===== config.mk =====
export PLATFORM = sky130hd
export DESIGN_NAME = instr_mix_counter
export DESIGN_NICKNAME = d
export VERILOG_FILES = /design/src/rtl/mix_pkg.sv /design/src/rtl/mix_classifier.sv /design/src/rtl/mix_decoder.sv /design/src/rtl/mix_sat_counter.sv /design/src/rtl/instr_mix_counter.sv
export SDC_FILE = /design/constraint.sdc
export NUM_CORES = 1
export LEC_CHECK = 0
export CORE_MARGIN = 2
export CORE_UTILIZATION = 55
export CTS_BUF_LIST = sky130_fd_sc_hd__clkbuf_4 sky130_fd_sc_hd__clkbuf_8
export CTS_CLUSTER_DIAMETER = 200
export CTS_CLUSTER_SIZE = 8
export DETAILED_ROUTE_END_ITERATION = 6
export GPL_TIMING_DRIVEN = 0
export MAX_ROUTING_LAYER = met4
export PLACE_DENSITY = 0.88
export REMOVE_ABC_BUFFERS = 1
export SYNTH_ARGS = -nofsm -noshare
export SYNTH_HDL_FRONTEND = slang
export SYNTH_SLANG_ARGS = --single-unit

===== constraint.sdc =====
create_clock -name clk -period 7.6 [get_ports clk]
set_clock_uncertainty 0.15 [all_clocks]
set_input_delay 1.14 -clock clk [delete_from_list [all_inputs] [get_ports clk]]
set_output_delay 1.14 -clock clk [all_outputs]
set_load 0.005 [all_outputs]

===== src/rtl/mix_pkg.sv =====
package mix_pkg;
  localparam int TYPE_W  = 3;
  localparam int NTYPES  = 1 << TYPE_W;
  localparam int WORD_W  = 32;

  localparam logic [WORD_W-1:0] END_WORD = 32'hC000_1073;

  localparam logic [6:0] OPC_ALU_IMM = 7'h13;
  localparam logic [6:0] OPC_ALU_REG = 7'h33;
  localparam logic [6:0] OPC_LOAD    = 7'h03;
  localparam logic [6:0] OPC_STORE   = 7'h23;
  localparam logic [6:0] OPC_BRANCH  = 7'h63;
  localparam logic [6:0] OPC_JUMP    = 7'h6F;
  localparam logic [6:0] OPC_JUMP_R  = 7'h67;

  typedef enum logic [TYPE_W-1:0] {
    CLS_ALU_IMM = 3'd0,
    CLS_ALU_REG = 3'd1,
    CLS_LOAD    = 3'd2,
    CLS_STORE   = 3'd3,
    CLS_BRANCH  = 3'd4,
    CLS_CALL    = 3'd5,
    CLS_JUMP    = 3'd6,
    CLS_JUMP_R  = 3'd7
  } cls_e;
endpackage


===== src/rtl/mix_classifier.sv =====
module mix_classifier
  import mix_pkg::*;
(
  input  logic [11:0]       word_lo,
  output logic [TYPE_W-1:0] cls_code,
  output logic              cls_hit
);
  logic [6:0]        opc;
  logic [4:0]        dest;
  logic              dest_zero;
  logic [NTYPES-1:0] match;

  assign opc       = word_lo[6:0];
  assign dest      = word_lo[11:7];
  assign dest_zero = (dest == 5'd0);

  // One comparator per class; the two jump classes overlap on purpose.
  always_comb begin
    match              = '0;
    match[CLS_ALU_IMM] = (opc == OPC_ALU_IMM);
    match[CLS_ALU_REG] = (opc == OPC_ALU_REG);
    match[CLS_LOAD]    = (opc == OPC_LOAD);
    match[CLS_STORE]   = (opc == OPC_STORE);
    match[CLS_BRANCH]  = (opc == OPC_BRANCH);
    match[CLS_CALL]    = (opc == OPC_JUMP);
    match[CLS_JUMP]    = (opc == OPC_JUMP) && dest_zero;
    match[CLS_JUMP_R]  = (opc == OPC_JUMP_R);
  end

  // Priority encoder: the highest asserted index wins.
  always_comb begin
    cls_code = '0;
    for (int i = 0; i < NTYPES; i++) begin
      if (match[i]) cls_code = i[TYPE_W-1:0];
    end
  end

  assign cls_hit = |match;

  always_comb begin
    if (opc == OPC_JUMP && dest_zero) begin
      assert_jump_wins_R3: assert (cls_code == CLS_JUMP && cls_hit);
    end
  end
endmodule


===== src/rtl/mix_decoder.sv =====
module mix_decoder #(
  parameter int SEL_W = 3,
  localparam int NOUT = 1 << SEL_W
) (
  input  logic             en,
  input  logic [SEL_W-1:0] sel,
  output logic [NOUT-1:0]  onehot
);
  for (genvar g = 0; g < NOUT; g++) begin : g_line
    assign onehot[g] = en && (sel == SEL_W'(g));
  end

  always_comb begin
    assert_single_enable_R4: assert ($onehot0(onehot));
  end
endmodule


===== src/rtl/mix_sat_counter.sv =====
module mix_sat_counter #(
  parameter int W = 16,
  localparam logic [W-1:0] TOP = {W{1'b1}}
) (
  input  logic         clk,
  input  logic         clr,
  input  logic         inc,
  output logic [W-1:0] count
);
  always_ff @(posedge clk) begin
    if (clr) begin
      count <= '0;
    end else if (inc && count != TOP) begin
      count <= count + 1'b1;
    end
  end

  assert_hold_at_top_R9: assert property (@(posedge clk) disable iff (clr)
    (count == TOP) |=> (count == TOP));

  assert_step_by_one_R4: assert property (@(posedge clk) disable iff (clr)
    (inc && count != TOP) |=> (count == W'($past(count) + 1'b1)));

  assert_idle_holds_R4: assert property (@(posedge clk) disable iff (clr)
    (!inc) |=> $stable(count));
endmodule


===== src/rtl/instr_mix_counter.sv =====
module instr_mix_counter
  import mix_pkg::*;
#(
  parameter int ADDR_W  = 8,
  parameter int COUNT_W = 16,
  localparam int CNT_BUS = NTYPES * COUNT_W,
  localparam logic [ADDR_W-1:0] LAST_ROW = {ADDR_W{1'b1}}
) (
  input  logic               clk,
  input  logic               clr,
  output logic [ADDR_W-1:0]  mem_addr,
  input  logic [WORD_W-1:0]  instr_word,
  output logic [CNT_BUS-1:0] type_counts,
  output logic [COUNT_W-1:0] total_count,
  output logic               done
);
  logic              at_end_word;
  logic              at_last_row;
  logic              step;
  logic [TYPE_W-1:0] cls_code;
  logic              cls_hit;
  logic [NTYPES-1:0] cls_en;
  logic [NTYPES-1:0][COUNT_W-1:0] cnt_q;

  assign at_end_word = (instr_word == END_WORD);
  assign at_last_row = (mem_addr == LAST_ROW);
  assign step        = !done && !at_end_word;

  // Address walk and stop control
  always_ff @(posedge clk) begin
    if (clr) begin
      mem_addr <= '0;
      done     <= 1'b0;
    end else if (!done) begin
      if (at_end_word || at_last_row) begin
        done <= 1'b1;
      end else begin
        mem_addr <= mem_addr + 1'b1;
      end
    end
  end

  mix_classifier u_cls (
    .word_lo  (instr_word[11:0]),
    .cls_code (cls_code),
    .cls_hit  (cls_hit)
  );

  mix_decoder #(.SEL_W(TYPE_W)) u_dec (
    .en     (step && cls_hit),
    .sel    (cls_code),
    .onehot (cls_en)
  );

  for (genvar g = 0; g < NTYPES; g++) begin : g_cls_cnt
    mix_sat_counter #(.W(COUNT_W)) u_cnt (
      .clk   (clk),
      .clr   (clr),
      .inc   (cls_en[g]),
      .count (cnt_q[g])
    );
  end

  mix_sat_counter #(.W(COUNT_W)) u_total (
    .clk   (clk),
    .clr   (clr),
    .inc   (step),
    .count (total_count)
  );

  assign type_counts = cnt_q;

  assert_done_sticky_R7: assert property (@(posedge clk) disable iff (clr)
    done |=> done);

  assert_frozen_after_done_R7: assert property (@(posedge clk) disable iff (clr)
    done |=> ($stable(mem_addr) && $stable(total_count) && $stable(cnt_q)));

  assert_end_word_stops_R6: assert property (@(posedge clk) disable iff (clr)
    (!done && at_end_word) |=> (done && $stable(total_count) && $stable(mem_addr)));

  assert_addr_steps_R2: assert property (@(posedge clk) disable iff (clr)
    (!done && !at_end_word && !at_last_row) |=>
      (mem_addr == ADDR_W'($past(mem_addr) + 1'b1)));

  assert_last_row_stop_R8: assert property (@(posedge clk) disable iff (clr)
    (!done && !at_end_word && at_last_row) |=> (done && mem_addr == LAST_ROW));
endmodule


==> qor.yml <==
run_status: "finished clean"
top_usage_layer: "met2"
p_comb_share_pct: 3.9
async_flop_share_pct: 0
synth_sequential_area_ratio_pct: 41.9
use_met3_pct: 6.90
syn2layout_area_growth_pct: 32.9
fin_cells: 1228
grt_use_met2_pct: 42.6
start_util_pct: 55.7
path_class: "primary input to flip-flop"
tightest_slew_ns: 1.29
clkSinkCount: 153
hold_path.class: "flip-flop to flip-flop"
vias: 6939
yosysUniqueCellTypes: 52
cts_tree: "done"
post-route-min-period_ns: 4.22
synth-simple-area-share_pct: 32.8
synth_top_family_by_area: "simple AND/OR/NAND/NOR gates"
p_sw_share_pct: 21.5
grt_max_degree: 90
port_buffers: 186
r2r_start: "done$_SDFF_PP0_"
htree_num_levels: 4
irDropWorstVdd_mv: 0.127
avgSynthCellArea_sq_um: 8.43
p_leak_nw: 3.31
slew_headroom_pct: 13.6
coreArea_sq_um: 13100
cts_root_buf: "clkbuf_8"
routed_via_density: 5.65
r2r_slack_ns: 4.30
fin_tns_setup_ns: 0
p_int_mw: 1.21
p_switching_uw: 330
grt_pass1_vias: 6053
gr-total-overflow: 0
fp-row-count: 42
met1_usage_pct: 33.1
yosys_warnings: 0
numCtsBuffers: 17
cp.required_ns: 7.82
clkLatencyLatePin_ns: 0.45
synth_xor_xnor_area_share_pct: 14.1
cp-end-kind: "flip-flop"
diodes: 0
synthAdderAreaFrac_pct: 1.71
finalMaxSlewViolations: 0
drc: 0
dieArea_sq_um: 14200
grt_pass1_wl_um: 29900
max_cap_viol_count: 0
ant_nets: 0
cts_hold_buf: 0
fin_total_pwr_mw: 1.54
synthMuxAreaShare_pct: 1.23
placed_cell_area_sq_um: 9290
worstSetupStartpointType: "primary input"
fmax_mhz: 237
multiInputGateArea_sq_um: 4080
p_per_area_nw_per_um2: 158
synth-seq-cells: 153
setup_viol: 0
drtPass1Iterations: 5
dp.cells: 1196
post_cts_buffers: 0
synth_edf_count: 0
drive_above_1_share_pct: 4.28
ios: 187
fin_nets: 1083
clockBufferDepth: 2
die_x_um: 119
nFillCells: 992
ys.flop_type: "dfxtp_1"
fin_area_sq_um: 9720
cp_data_arrival_time_ns: 4.45
drt_iter0_markers: 629
rr_worst_depth: 6
synth-compound-area-share_pct: 5.78
r2r_end: "g_cls_cnt[6].u_cnt.count[6]$_SDFFE_PP0P_"
cp_max_fo: 21
routed_wl_um: 18600
place_congestion: 0.894
p_clk_share_pct: 43.6
rsz0062_at_grt: "no"
hp-start: "g_cls_cnt[7].u_cnt.count[12]$_SDFFE_PP0P_"
hold_viol: 0
syn_area_sq_um: 7310
fin_crit_sh_pct: 55.6
cts_resized: 0
syn_inst: 867
hpwl_um: 13100
cts.clk_slew.worst_paths_ns: 0.08
die_h_um: 119
grtUsageTotal_pct: 26.5
seqPwrFrac_pct: 52.6
post_drt_wl_per_cell_um: 15.2
layout_setup_ws_ns: 3.38
seq_area_sq_um: 3060
holdPathEnd: "g_cls_cnt[7].u_cnt.count[12]$_SDFFE_PP0P_"
antenna_found_initial: 0
hold_path_depth: 1
pre_cts_slack_ns: 2.95
==> power groups by stage <==
stage | combinational, mW | clock (mW) | sequential (mW)
detailed placement | 0.0593 | 0 | 0.826
global placement | 0.0565 | 0 | 0.826
global route | 0.0645 | 0.714 | 0.808
CTS | 0.0596 | 0.680 | 0.808
finish | 0.0592 | 0.669 | 0.808
floorplan | 0.0134 | 0 | 0.826
==> routing by layer <==
metal | part of all wire (%) | wire [um]
met3 | 6.4 | 1190
met4 | 1.4 | 269
met5 | 0 | 0
met1 | 44 | 8140
met2 | 49 | 9040
==> cells in the mapped netlist, types with 10 or more instances <==
cell        n  area [sq um]
clkbuf_1   29           109
or3_1      16           100
dfxtp_1   153          3060
nor3_1     24           120
nand3_1    64           320
a21oi_1    25           125
nor2_1    152           571
xnor2_1    28           245
and3_1     21           131
ha_1       10           125
nand2_1    65           244
xor2_1     90           788
o21ai_0    18          90.1
nand4_1    53           332
nor4_1     16           100
and4_1     14           123
==> flip-flops by register name, indices dropped and copies added, names as in the netlist <==
name / count
g_cls_cnt.u_cnt.count: 128
mem_addr: 8
done: 1
u_total.count: 16
==> stage by stage <==
stage | hold WS, ns | util, %
final | 0.352 | 74.0
after detailed placement | 0.336 | 70.7
after floorplan | 0.321 | -
after global routing | 0.376 | 74.0
after CTS | 0.348 | 74.0
after global placement | 0.330 | 70.4
==> logic make-up (layout without fill, tap and decap cells) <==
logic type	after synthesis	after routing
DFF	153	153
and+or+nand+nor	466	466
muxes	9	9
xor gates and xnor gates	118	118
adders and majority gates	10	10
AOI/OAI and AO/OA	68	68
buffers and inverters	43	228
==> critical path, cell delays in order <==
cell and delay [ns]:
clkdlybuf4s50_1 0.56, and4bb_2 0.45, o2111ai_1 0.17, nor2_1 1.00, nand3_1 0.44, or4_1 0.52
a21oi_1 0.16
==> cell usage in the layout (no fill, tap or decap), types with 5 or more instances in the layout <==
master,instances
a21oi_1,25
and3_1,21
and4_1,14
clkbuf_8,21
clkdlybuf4s50_1,185
dfxtp_1,153
ha_1,10
inv_1,9
mux2i_1,9
nand2_1,65
nand3_1,64
nand4_1,53
nand4b_1,5
nor2_1,152
nor2b_1,5
nor3_1,22
nor4_1,16
o21ai_0,18
or3_1,16
or4_1,5
xnor2_1,28
xor2_1,90
==> worst max-delay path by stage <==
| stage | startpoint | end | slack (ns) | cells after the start |
|---|---|---|---|---|
| floorplan | instr_word[8] | g_cls_cnt[6].u_cnt.count[6]$_SDFFE_PP0P_ | 4.16 | 6 |
| global placement | clr | g_cls_cnt[6].u_cnt.count[4]$_SDFFE_PP0P_ | 1.20 | 3 |
| detailed placement | instr_word[4] | g_cls_cnt[6].u_cnt.count[6]$_SDFFE_PP0P_ | 2.95 | 7 |
| CTS | instr_word[4] | g_cls_cnt[6].u_cnt.count[6]$_SDFFE_PP0P_ | 3.42 | 7 |
| global route | instr_word[4] | g_cls_cnt[6].u_cnt.count[6]$_SDFFE_PP0P_ | 3.02 | 7 |
| finish | instr_word[4] | g_cls_cnt[6].u_cnt.count[6]$_SDFFE_PP0P_ | 3.38 | 7 |
==> area by class of cell <==
cell class                      count  area share [%]
Clock buffer                       25            3.28
Tap cell                          176            2.27
Sequential cell                   153            31.5
Multi-Input combinational cell    671            42.0
Timing Repair Buffer              187            19.5
Clock inverter                      7            1.17
Inverter                            9           0.348
Note: power is estimated with default switching activity, not from simulation.
